**src/rtl/qbs_pkg.sv**
```systemverilog
// Package: shared types for the burst address sequencer.
// Assumes: order select is encoded as one bit, 1 meaning interleaved.
package qbs_pkg;

    typedef enum logic {
        ORDER_LINEAR      = 1'b0,
        ORDER_INTERLEAVED = 1'b1
    } burst_order_e;

endpackage

```
**src/rtl/qbs_base_reg.sv**
```systemverilog
// Module: qbs_base_reg
// Holds the start address of the current burst.
// Assumes: load_i is a single-cycle request; synchronous active-low reset.
module qbs_base_reg #(
    parameter int ADDR_W = 18
) (
    input  logic              clk,
    input  logic              rst_n,
    input  logic              load_i,
    input  logic [ADDR_W-1:0] load_addr_i,
    output logic [ADDR_W-1:0] base_o
);

    logic [ADDR_W-1:0] base_q;

    // Capture the start address when a new burst begins.
    always_ff @(posedge clk) begin
        if (!rst_n) begin
            base_q <= '0;
        end else if (load_i) begin
            base_q <= load_addr_i;
        end
    end

    assign base_o = base_q;

endmodule

```
**src/rtl/qbs_beat_counter.sv**
```systemverilog
// Module: qbs_beat_counter
// Counts beats within a burst and wraps naturally at 2**BEAT_W.
// Assumes: clear_i wins over step_i; synchronous active-low reset.
module qbs_beat_counter #(
    parameter int BEAT_W = 2
) (
    input  logic              clk,
    input  logic              rst_n,
    input  logic              clear_i,
    input  logic              step_i,
    output logic [BEAT_W-1:0] beat_o
);

    logic [BEAT_W-1:0] beat_q;
    logic [BEAT_W-1:0] beat_inc;

    // Next count, wrapping from the last beat back to zero.
    always_comb begin
        beat_inc = beat_q + {{(BEAT_W-1){1'b0}}, 1'b1};
    end

    // Clear on load, step on advance, otherwise hold.
    always_ff @(posedge clk) begin
        if (!rst_n) begin
            beat_q <= '0;
        end else if (clear_i) begin
            beat_q <= '0;
        end else if (step_i) begin
            beat_q <= beat_inc;
        end
    end

    assign beat_o = beat_q;

endmodule

```
**src/rtl/qbs_order_map.sv**
```systemverilog
// Module: qbs_order_map
// Maps a start offset and a beat count to the in-burst address bits.
// Assumes: order_i is static during a burst; purely combinational.
module qbs_order_map
    import qbs_pkg::*;
#(
    parameter int BEAT_W = 2
) (
    input  logic [BEAT_W-1:0] start_i,
    input  logic [BEAT_W-1:0] beat_i,
    input  burst_order_e      order_i,
    output logic [BEAT_W-1:0] low_o
);

    logic [BEAT_W-1:0] ilv_low;
    logic [BEAT_W-1:0] lin_low;

    // Interleaved order: each bit of the start value is flipped by the matching beat bit.
    for (genvar b = 0; b < BEAT_W; b++) begin : g_ilv_bit
        assign ilv_low[b] = start_i[b] ^ beat_i[b];
    end

    // Linear order: add the beat to the start value; the carry out is dropped, so it wraps.
    always_comb begin
        lin_low = start_i + beat_i;
    end

    // Pick the order set by the static configuration pin.
    always_comb begin
        if (order_i == ORDER_INTERLEAVED) begin
            low_o = ilv_low;
        end else begin
            low_o = lin_low;
        end
    end

endmodule

```
**src/rtl/qbs_burst_seq.sv**
```systemverilog
// Module: qbs_burst_seq (top)
// Produces the internal burst address: upper bits from the loaded start,
// low BEAT_W bits sequenced linearly or interleaved, stepped by adv_n_i.
// Assumes: order_ilv_i is static while bursting; BEAT_W < ADDR_W.
module qbs_burst_seq
    import qbs_pkg::*;
#(
    parameter int ADDR_W = 18,
    parameter int BEAT_W = 2
) (
    input  logic              clk,
    input  logic              rst_n,
    input  logic              load_i,
    input  logic [ADDR_W-1:0] load_addr_i,
    input  logic              adv_n_i,
    input  logic              order_ilv_i,
    output logic [ADDR_W-1:0] addr_o
);

    localparam int UPPER_W = ADDR_W - BEAT_W;

    logic [ADDR_W-1:0] base;
    logic [BEAT_W-1:0] beat;
    logic [BEAT_W-1:0] low;
    logic              step;
    burst_order_e      order;

    // An advance request counts only when no load arrives at the same edge.
    always_comb begin
        step  = !adv_n_i && !load_i;
        order = burst_order_e'(order_ilv_i);
    end

    qbs_base_reg #(
        .ADDR_W (ADDR_W)
    ) base_i (
        .clk         (clk),
        .rst_n       (rst_n),
        .load_i      (load_i),
        .load_addr_i (load_addr_i),
        .base_o      (base)
    );

    qbs_beat_counter #(
        .BEAT_W (BEAT_W)
    ) cnt_i (
        .clk     (clk),
        .rst_n   (rst_n),
        .clear_i (load_i),
        .step_i  (step),
        .beat_o  (beat)
    );

    qbs_order_map #(
        .BEAT_W (BEAT_W)
    ) map_i (
        .start_i (base[BEAT_W-1:0]),
        .beat_i  (beat),
        .order_i (order),
        .low_o   (low)
    );

    // Join the unchanged upper bits with the sequenced low bits.
    always_comb begin
        addr_o = {base[ADDR_W-1 -: UPPER_W], low};
    end

endmodule

```
**config.mk**
```make
export PLATFORM = sky130hd
export DESIGN_NAME = qbs_burst_seq
export DESIGN_NICKNAME = d
export VERILOG_FILES = /design/src/rtl/qbs_pkg.sv /design/src/rtl/qbs_base_reg.sv /design/src/rtl/qbs_beat_counter.sv /design/src/rtl/qbs_order_map.sv /design/src/rtl/qbs_burst_seq.sv
export SDC_FILE = /design/constraint.sdc
export NUM_CORES = 1
export LEC_CHECK = 0
export ABC_AREA = 0
export ABC_CLOCK_PERIOD_IN_PS = 1250
export BUFFER_PORTS_ARGS = -buffer_cell sky130_fd_sc_hd__buf_2
export CORE_MARGIN = 2
export CORE_UTILIZATION = 45
export CTS_CLUSTER_DIAMETER = 50
export CTS_CLUSTER_SIZE = 16
export DETAILED_ROUTE_END_ITERATION = 16
export PLACE_DENSITY = 0.86
export REMOVE_ABC_BUFFERS = 1
export SLEW_MARGIN = 20
export SYNTH_ARGS = -nofsm -noshare
export SYNTH_HDL_FRONTEND = slang
export SYNTH_SLANG_ARGS = --single-unit
```
**constraint.sdc**
```tcl
create_clock -name clk -period 1.25 [get_ports clk]
set_clock_uncertainty 0.1 [all_clocks]
set_input_delay 0.125 -clock clk [delete_from_list [all_inputs] [get_ports clk]]
set_output_delay 0.125 -clock clk [all_outputs]
set_load 0.05 [all_outputs]
```
# Word level (Yosys, flattened, before mapping)
# Cells that the tools add are included.
dict set report word_totals {
  register_bits 20
  wordCells 12
}
dict set report classes {
  mux 1
  n_addsub 2
  bitwise 3
  reduce_logical 4
}
# operator n
set ops {}
lappend ops {{$add 2x1->2 const B} 1}
lappend ops {{$add 2x2->2} 1}
lappend ops {{$logic_not 1->1} 2}
lappend ops {{$mux 2} 1}
lappend ops {{$reduce_or 2->1} 1}
lappend ops {{$xor 1x1->1} 2}
lappend ops {{$logic_and 1x1->1} 1}
lappend ops {{$not 1->1} 1}

# Longest topological paths before layout
# Gate-level depths: netlist (run 1).
dict set report depth {
  word_depth 2
  depth_mapped 4
  depth_no_buf 3
}

# By module
# From an unflattened synthesis (run 1), not the netlist that was laid out.
dict set report unflattened {
  hier_cells 70
  hier_area_um2 813.3
}
# module seq_area_each_um2 area_each_um2 cells_per_inst instances
set by_module_without_submodules {}
lappend by_module_without_submodules {qbs_base_reg 360.3 688.2 57 1}
lappend by_module_without_submodules {qbs_beat_counter 40.0 85.1 8 1}
lappend by_module_without_submodules {qbs_order_map 0.0 36.3 4 1}
lappend by_module_without_submodules {qbs_burst_seq 0.0 3.8 1 1}

# Worst setup path after synthesis (run 1)
# Ideal clock, no wire load.
dict set report synth_timing {
  kind {register to output}
  startpoint {reg base_i.base_q[0] (netlist: base_i.base_o[0])}
  endpoint {out addr_o[1]}
  path_stages_with_launch 4
  required_time_ps 1025
  t_arrival_ps 1415
  path_buffers 0
  setup_slack_ps -390
  path_cell_list {dfxtp_1 > ha_1 > nor2b_1 > xnor2_1}
}
dict set report synth_between {
  elab_chain_len 2
}
# item line
set synth_rtl {}
lappend synth_rtl {{start, declared} qbs_base_reg.sv:14} ;# logic [ADDR_W-1:0] base_q;
lappend synth_rtl {{start signal, assigned} qbs_base_reg.sv:21} ;# base_q <= load_addr_i;
lappend synth_rtl {{$add 2x2->2} qbs_order_map.sv:25} ;# lin_low = start_i + beat_i;
lappend synth_rtl {{$mux 2} qbs_order_map.sv:30} ;# if (order_i == ORDER_INTERLEAVED) begin
lappend synth_rtl {{end, declared} qbs_burst_seq.sv:17} ;# output logic [ADDR_W-1:0] addr_o
# No other way between the ends.

# Worst setup path in the final report (run 1)
# Same ends and word-level chain as after synthesis.

==> results of run 1 <==
==> worst reg2reg max path, stage by stage (launching register included) <==
cell and delay [ns]:
dfxtp_2 0.36, buf_4 0.11, nor2b_1 0.22, xnor2_1 0.16, nor2_1 0.05
==> kinds of logic after synthesis <==
family                     after synthesis  synth area share
buffers and inverters                   19             0.167
and+or+nand+nor                         24             0.170
xor gates and xnor gates                 3            0.0281
muxes                                   18             0.193
adders and majority gates                1            0.0134
DFF                                     20             0.428
==> layout make-up <==
cell class                      instances  share of cell area
Multi-Input combinational cell         46               0.336
Tap cell                               27              0.0275
Clock buffer                            4              0.0295
Timing Repair Buffer                   52               0.280
Sequential cell                        20               0.328
==> registers in the layout, indices dropped and copies added, names as in the netlist <==
name           flops
base_i.base_o     18
cnt_i.beat_o       2
==> metrics by stage <==
stage,worst slack [ns],hold slack (ns),utilization,std cells
global placement,0.0435,0.283,0.526,134
CTS,-0.257,0.00168,0.612,148
finish,-0.210,0.00985,0.627,149
floorplan,-0.390,0.153,-,66
detailed placement,-0.0446,0.291,0.526,134
global route,-0.274,0.0132,0.627,149
==> layer usage <==
metal / vias up / GRT usage / wire (µm)
met5: - / 0 / 0
met1: 307 / 0.166 / 695
li1: 334 / - / -
met2: 27 / 0.256 / 921
met3: 0 / 0.0333 / 135
met4: 0 / 0.0417 / 0
==> cell usage after synthesis, drive strengths merged <==
cell type,n,area (µm²)
nand2b,1,13.8
dfxtp,20,400
ha,1,12.5
xnor2,3,26.3
nor3,1,10.0
mux2i,18,180
buf,18,151
nor2b,21,131
nor2,1,3.75
clkbuf,1,5.00
==> worst max path at each step <==
| stage | slack [ns] | startpoint | to | depth (start not counted) |
|---|---|---|---|---|
| after floorplan | -0.39 | base_i.base_o[0] | addr_o[1] | 3 |
| after global placement | 0.04 | cnt_i.beat_o[0] | addr_o[1] | 4 |
| after detailed placement | -0.04 | cnt_i.beat_o[0] | addr_o[1] | 4 |
| after CTS | -0.26 | cnt_i.beat_o[0] | addr_o[1] | 4 |
| after global routing | -0.27 | base_i.base_o[0] | addr_o[1] | 4 |
| final | -0.21 | base_i.base_o[0] | addr_o[1] | 4 |
==> what timing repair did <==
item,CTS,global route
pin swaps,2,2
hold endpoints to repair,9,1
hold buffers,9,1
setup endpoints to repair,2,2
setup buffers,1,0
gates cloned,0,0
resized for setup,10,3
==> power groups by stage <==
stage	Sequential, µW	Clock, µW	Combinational, µW
final	695	349	354
after floorplan	811	0	96.9
after CTS	694	372	345
after detailed placement	706	0	306
after global placement	703	0	301
after global routing	699	401	376
==> results.json, run 1 <==
{
  "status": "finished, violations left",
  "failed_checks": "setup timing",
  "seq_area_frac_synth": 0.428,
  "p_total_uw": 1400,
  "reg2reg_slack_ns": 0.15,
  "synth_cell_types": 12,
  "ant_nets": 0,
  "r2r_start": "cnt_i.beat_o[0]",
  "maxSlewViolCount": 0,
  "clock-root-buffer": "clkbuf_4",
  "areaGrowthSynthToFinish_pct": 31.6,
  "die_h_um": 49.6,
  "yosysWarnings": 0,
  "syn_area_per_cell_um2": 11.0,
  "fin_crit_sh": 1.17,
  "seq_area_um2": 403,
  "tightest_slew_ns": 0.290,
  "worst-endpoint-required_ns": 1.02,
  "cts_tree": "done",
  "pin_count": 41,
  "portBuffers": 40,
  "num-fill-cells": 175,
  "seq_power_share": 0.497,
  "clock_sinks": 20,
  "clk_latency_ns": 0.28,
  "die_w_um": 49.6,
  "initial_core_util": 0.476,
  "htree_levels": 1,
  "max_cap_viol_count": 0,
  "min_path_type": "in2reg",
  "grt_max_degree": 20,
  "cts_buffer_depth": 2,
  "min_from": "load_addr_i[11]",
  "cp-end-kind": "output pin",
  "synth_area_um2": 935,
  "drt_iter0_markers": 0,
  "cpMaxStageDelayCell": "dfxtp_2",
  "dieArea_um2": 2460,
  "layout_commonest_cell": "buf_2",
  "core_um2": 1960,
  "slew_headroom": 0.807,
  "dp_hpwl_um": 1170,
  "fin_nets": 147,
  "dr_total_vias": 668,
  "stdcell_area_um2": 1230,
  "critical_path_class": "reg2out",
  "crit_path_max_incr_delay_ns": 0.37,
  "multi_input_area_um2": 413,
  "cts_buffers": 3,
  "gr-total-overflow": 0,
  "drive_above_1_share": 0.443,
  "dr.pass1.iters": 1,
  "hold_path_depth": 3,
  "pwr-share-clk": 0.249,
  "crit_chain": "ha_4 > nor2b_4 > xnor2_2 > buf_6",
  "wirelength_um": 1750,
  "power_frac_comb": 0.253,
  "place_congestion": 0.608,
  "reg2reg_depth": 4,
  "rsz0062_at_grt": "true",
  "routedWlPerCell_um": 11.8,
  "via_per_inst": 4.48,
  "drc": 0,
  "grt_pass1_wl_um": 2750,
  "p_leak_uw": 0.000600,
  "hold_violations": 0,
  "antenna_found_initial": 0,
  "clk_pin_slew_ns": 0.10,
  "swShare": 0.287,
  "syn-instance-count": 85,
  "grt_use_total": 0.142,
  "crit_fanout": 2,
  "holdPathEnd": "base_i.base_o[11]",
  "fin_ws_ns": -0.210,
  "critPathTopFamily": "flip-flops",
  "crit_arrival_ns": 1.23,
  "fin_crit_ns": 1.46,
  "p_sw_uw": 401,
  "critPathBufInv": 1,
  "power_density_nw_per_um2": 1140,
  "fin_setup_tns_ns": -0.218,
  "irDropWorstVdd_mv": 0.708,
  "fmax_mhz": 685,
  "critPathLaunchType": "flop",
  "internal_power_uw": 996,
  "diodes": 0,
  "final_cell_mix": "buf_2 (38), nor2b_1 (20), mux2i_1 (18), dfxtp_1 (18), dlygate4sd3_1 (10)",
  "placed_area_um2": 1030,
  "r2r_end": "cnt_i.beat_o[1]",
  "grt_pass1_vias": 671,
  "setup_viol": 2,
  "ys_ff_latch": 20,
  "rows": 16
}
(Power assumes the default switching activity.)
==> inputs of run 2 (changes only) <==
--- a/config.mk
+++ b/config.mk
@@ -9,13 +9,14 @@
 export ABC_CLOCK_PERIOD_IN_PS = 1250
 export BUFFER_PORTS_ARGS = -buffer_cell sky130_fd_sc_hd__buf_2
 export CORE_MARGIN = 2
-export CORE_UTILIZATION = 45
+export CORE_UTILIZATION = 43
 export CTS_CLUSTER_DIAMETER = 50
 export CTS_CLUSTER_SIZE = 16
 export DETAILED_ROUTE_END_ITERATION = 16
-export PLACE_DENSITY = 0.86
+export PLACE_DENSITY = 0.85
 export REMOVE_ABC_BUFFERS = 1
 export SLEW_MARGIN = 20
 export SYNTH_ARGS = -nofsm -noshare
 export SYNTH_HDL_FRONTEND = slang
+export SYNTH_HIERARCHICAL = 1
 export SYNTH_SLANG_ARGS = --single-unit
==> results.json, run 2 <==
{
  "seq_area_um2": 405,
  "maxSlewViolCount": 0,
  "synth_area_um2": 813,
  "die_h_um": 47.5,
  "clock_sinks": 20,
  "holdPathEnd": "base_i/base_o[6]",
  "clk_latency_ns": 0.30,
  "reg2reg_slack_ns": 0.28,
  "cts_buffer_depth": 2,
  "yosysMostFrequentCell": "dfxtp_1",
  "die_w_um": 47.5,
  "rsz0062_at_grt": "true",
  "post-route-util": 0.738,
  "gr-total-overflow": 0,
  "pin_count": 41,
  "drc": 0,
  "dr_total_vias": 693,
  "final_cell_mix": "buf_2 (38), mux2i_1 (18), nor2b_1 (18), dfxtp_1 (18), dlygate4sd3_1 (15)",
  "wirelength_um": 1900,
  "clock-root-buffer": "clkbuf_4",
  "initial_core_util": 0.466,
  "worst-endpoint-required_ns": 1.02,
  "top_layer": "met3",
  "power_density_nw_per_um2": 1220,
  "routedWlPerCell_um": 12.4,
  "syn-instance-count": 70,
  "areaGrowthSynthToFinish_pct": 58.5,
  "antenna_found_initial": 0,
  "synth-main-ff-cell": "dfxtp_1",
  "htree_levels": 1,
  "hold_violations": 0,
  "reg2reg_depth": 3,
  "multi_input_area_um2": 405,
  "dpl_worst_slack_ns": -0.0242,
  "critPathLaunchType": "flop",
  "hold_path_depth": 3,
  "ys_ff_latch": 20,
  "failed_checks": "setup timing",
  "synth_area_leader_cell": "dfxtp_1",
  "cts_buffers": 3,
  "dr.pass1.iters": 2,
  "place_congestion": 0.671,
  "portBuffers": 40,
  "fmax_mhz": 663,
  "layout_commonest_cell": "buf_2",
  "via_per_inst": 4.53,
  "wl_met3_um": 131,
  "critical_path_class": "reg2out",
  "wl_met1_um": 777,
  "grt_max_degree": 20,
  "diodes": 0,
  "r2r_end": "cnt_i/beat_o[1]",
  "drive_above_1_share": 0.406,
  "synth_cell_types": 13,
  "crit_fanout": 2,
  "seq_area_frac_synth": 0.492,
  "grt_pass1_wl_um": 2800,
  "fin_nets": 153,
  "rows": 15,
  "min_path_type": "in2reg",
  "postCtsSetupRepairBufs": 0,
  "stdcell_count": 153,
  "setup_viol": 2,
  "grt_pass1_vias": 690,
  "yosysWarnings": 6,
  "drt_iter0_markers": 2,
  "fin_crit_sh": 1.21,
  "synth_edf_count": 0,
  "netlist_top_cells_area": "dfxtp_1 (49%), mux2i_1 (22%), nor2b_1 (15%)",
  "yosys-top-cells-count": "dfxtp_1 (20), nor2b_1 (19), mux2i_1 (18), xnor2_1 (3), nor2_1 (2)",
  "slew_headroom": 0.798,
  "syn_area_per_cell_um2": 11.6,
  "crit_arrival_ns": 1.28,
  "cp-end-kind": "output pin",
  "clk_pin_slew_ns": 0.11,
  "fin_ws_ns": -0.259,
  "placed_area_um2": 1040,
  "ant_nets": 0,
  "synth_top_area_frac": 0.492,
  "cts_tree": "done",
  "fin_crit_ns": 1.51,
  "core_um2": 1750,
  "min_from": "load_addr_i[6]",
  "largest_register_ffs": 18,
  "placed_cells": 134,
  "grt_use_total": 0.182,
  "async_reset_ff_frac": 0,
  "r2r_start": "cnt_i/beat_o[0]",
  "stdcell_area_um2": 1290,
  "p_leak_uw": 0.000622,
  "status": "finished, violations left",
  "wl_met2_um": 988,
  "dieArea_um2": 2260,
  "tightest_slew_ns": 0.300,
  "irDropWorstVdd_mv": 0.846,
  "dp_hpwl_um": 1150,
  "num-fill-cells": 131,
  "max_cap_viol_count": 0
}
run 2: worst max-delay path by stage:
stage	slack (ns)	depth (start not counted)	end	start
final	-0.26	4	addr_o[1]	cnt_i/beat_o[0]
after global placement	0.04	4	addr_o[1]	base_i/base_o[0]
after detailed placement	-0.02	4	addr_o[1]	cnt_i/beat_o[0]
after global routing	-0.32	4	addr_o[1]	cnt_i/beat_o[0]
after CTS	-0.28	4	addr_o[1]	cnt_i/beat_o[0]
after floorplan	-0.41	3	addr_o[1]	cnt_i/beat_o[0]
run 2: cell type report:
| type | count | area share |
|---|---|---|
| well taps | 25 | 0.0243 |
| repair buffers | 57 | 0.306 |
| multi-input cells | 47 | 0.315 |
| clock inverters | 1 | 0.0233 |
| clock buffers | 3 | 0.0175 |
| flip-flops and latches | 20 | 0.315 |
run 2: power breakdown:
part / switching, µW / internal, µW
Combinational: 208 / 148
Clock: 197 / 324
Sequential: 19.0 / 672
Total: 424 / 1140
run 2: worst max-delay path, cell delays in order (launching register included):
cell,delay [ns]
dfxtp_4,0.37
ha_4,0.15
nor2b_4,0.13
xnor2_2,0.15
buf_6,0.18
run 2: what timing repair did:
| action | CTS | global route |
|---|---|---|
| gates cloned | 0 | 0 |
| endpoints found under the hold margin | 13 | 2 |
| hold buffers | 13 | 2 |
| resized for setup | 10 | 3 |
| endpoints found under the setup margin | 2 | 2 |
| pin swaps | 2 | 2 |
run 2: kinds of logic (layout without fill, tap and decap cells):
kind of cell	count (synthesis)	in the layout	share of synthesized area
simple gates	23	23	0.172
flops	20	20	0.492
mux	18	18	0.222
xor+xnor	3	3	0.0323
buf+inv	3	61	0.0431
compound gates	2	2	0.0231
fa+ha+maj	1	1	0.0154
run 2: stage by stage:
stage	hold WS, ns	power (µW)	setup TNS [ns]
6_report	0.00235	1570	-0.307
5_1_grt	0.0167	1640	-0.421
4_1_cts	0.0000585	1570	-0.322
3_5_place_dp	0.293	1010	-0.0242
3_3_place_gp	0.282	998	0
2_1_floorplan	0.153	901	-0.412
run 2: layer usage:
metal | global-route usage | vias to the layer above
met3 | 0.0415 | 0
met5 | 0 | -
met2 | 0.332 | 31
met4 | 0.0667 | 0
li1 | - | 348
met1 | 0.205 | 314
==> inputs of run 3 (changes only) <==
--- a/config.mk
+++ b/config.mk
@@ -8,6 +8,7 @@
 export ABC_AREA = 0
 export ABC_CLOCK_PERIOD_IN_PS = 1250
 export BUFFER_PORTS_ARGS = -buffer_cell sky130_fd_sc_hd__buf_2
+export CAP_MARGIN = 20
 export CORE_MARGIN = 2
 export CORE_UTILIZATION = 43
 export CTS_CLUSTER_DIAMETER = 50
==> constraint.sdc (replaced) <==
create_clock -name clk -period 1.25 [get_ports clk]
set_clock_uncertainty 0.1 [all_clocks]
set_input_delay 0.0625 -clock clk [delete_from_list [all_inputs] [get_ports clk]]
set_output_delay 0.0625 -clock clk [all_outputs]
set_load 0.05 [all_outputs]
==> results.json, run 3 (same netlist as run 2, synthesis figures left out) <==
{
  "pin_count": 41,
  "reg2reg_depth": 3,
  "cts_buffers": 3,
  "stdcell_area_um2": 1330,
  "dp_hpwl_um": 1080,
  "grt_use_total": 0.176,
  "cts_tree": "done",
  "initial_core_util": 0.466,
  "stdcell_count": 159,
  "rows": 15,
  "clk_pin_slew_ns": 0.11,
  "crit_path_max_incr_delay_ns": 0.35,
  "fin_crit_ns": 1.41,
  "dr_total_vias": 688,
  "gr-total-overflow": 0,
  "clock_sinks": 20,
  "post-route-util": 0.763,
  "dr.pass1.iters": 2,
  "die_w_um": 47.5,
  "dieArea_um2": 2260,
  "fmax_mhz": 711,
  "layout_commonest_cell": "buf_2",
  "rsz0062_at_grt": "true",
  "htree_levels": 1,
  "max_cap_viol_count": 0,
  "grt_pass1_vias": 658,
  "die_h_um": 47.5,
  "hold_path_depth": 2,
  "clock-root-buffer": "clkbuf_4",
  "grt_pass1_wl_um": 2700,
  "routedWlPerCell_um": 11.4,
  "critical_path_class": "reg2out",
  "cpMaxStageDelayCell": "dfxtp_2",
  "diodes": 0,
  "slew_headroom": 0.828,
  "portBuffers": 40,
  "hold_violations": 0,
  "via_per_inst": 4.33,
  "maxSlewViolCount": 0,
  "place_congestion": 0.664,
  "status": "finished, violations left",
  "fin_hold_ws_ns": 0.0473,
  "r2r_end": "cnt_i/beat_o[1]",
  "clk_latency_ns": 0.29,
  "min_path_type": "in2reg",
  "areaGrowthSynthToFinish_pct": 63.8,
  "holdPathEnd": "base_i/base_o[0]",
  "crit_fanout": 2,
  "r2r_start": "cnt_i/beat_o[0]",
  "fin_nets": 159,
  "worst-endpoint-required_ns": 1.09,
  "drc": 0,
  "p_leak_uw": 0.000640,
  "critPathLaunchType": "flop",
  "drt_iter0_markers": 2,
  "grt_max_degree": 20,
  "largest_register_ffs": 18,
  "fin_crit_sh": 1.12,
  "critPathTopFamily": "flip-flops",
  "fin_ws_ns": -0.156,
  "cp-end-kind": "output pin",
  "critPathBufInv": 1,
  "drive_above_1_share": 0.388,
  "placed_cells": 134,
  "failed_checks": "setup timing",
  "reg2reg_slack_ns": 0.31,
  "final_cell_mix": "buf_2 (38), dlygate4sd3_1 (20), mux2i_1 (18), nor2b_1 (18), dfxtp_1 (18)",
  "setup_viol": 1,
  "core_um2": 1750,
  "placed_area_um2": 1040,
  "tightest_slew_ns": 0.259,
  "crit_chain": "ha_4 > nor2b_4 > xnor2_1 > buf_4",
  "power_density_nw_per_um2": 1180,
  "min_from": "rst_n",
  "antenna_found_initial": 0,
  "irDropWorstVdd_mv": 0.872,
  "cts_buffer_depth": 2,
  "ant_nets": 0,
  "dpl_worst_slack_ns": 0.0489,
  "crit_arrival_ns": 1.24,
  "wirelength_um": 1810
}
## run 3: cell count changes in the layout (fill, tap and decap cells not counted)
| cell | previous run | this run |
|---|---|---|
| dfxtp_4 | 1 | 0 |
| dlygate4sd3_1 | 15 | 20 |
| xnor2_1 | 2 | 3 |
| buf_4 | 1 | 3 |
| xnor2_2 | 1 | 0 |
| dfxtp_2 | 1 | 2 |
| buf_6 | 1 | 0 |
## run 3: final cells by class
class	instances	area, µm²
clock buffer	3	22.5
tap	25	31.3
fill	133	413
clock inverter	1	30.0
timing repair buffer	63	448
sequential	20	403
multi-input combinational	47	398
## run 3: worst register-to-register path: stages, from the launching register on
cell and delay [ns]:
dfxtp_2 0.35, buf_4 0.14, a21bo_1 0.19, a21oi_2 0.10
## run 3: repair_timing
action | CTS | global route
resized for setup | 9 | 1
buffers inserted | 1 | 0
endpoints found under the hold margin | 19 | 0
endpoints found under the setup margin | 2 | 2
pin swaps | 1 | 1
hold buffers | 20 | 0
## run 3: per-stage QoR
step / TNS [ns] / total power, µW
after floorplan: -0.350 / 901
after global placement: 0 / 998
after detailed placement: 0 / 1000
after CTS: -0.196 / 1590
after global routing: -0.236 / 1640
final: -0.156 / 1570
## run 3: power breakdown
part / internal (µW) / switching, µW / leakage [µW]
combinational: 157 / 206 / 0.000446
sequential: 674 / 20.0 / 0.000166
clock: 324 / 188 / 0.0000279
total: 1150 / 414 / 0.000640
## run 3: metal layers
metal  share of wire  up-vias  global-route usage  routed length [µm]
met5               0        -                   0                   0
met4               0        0              0.0667                   0
met3           0.073        0              0.0377                 131
met2            0.49       31               0.311                 892
met1            0.43      297               0.207                 783
li1                -      360                   -                   -
## run 3: worst max-delay path by stage
stage	start	to	slack, ns	depth (start not counted)
6_report	cnt_i/beat_o[0]	addr_o[1]	-0.16	4
5_1_grt	cnt_i/beat_o[0]	addr_o[1]	-0.23	4
4_1_cts	cnt_i/beat_o[0]	addr_o[1]	-0.20	4
2_1_floorplan	cnt_i/beat_o[0]	addr_o[1]	-0.35	3
3_3_place_gp	base_i/base_o[0]	addr_o[1]	0.10	4
3_5_place_dp	cnt_i/beat_o[0]	addr_o[1]	0.05	4
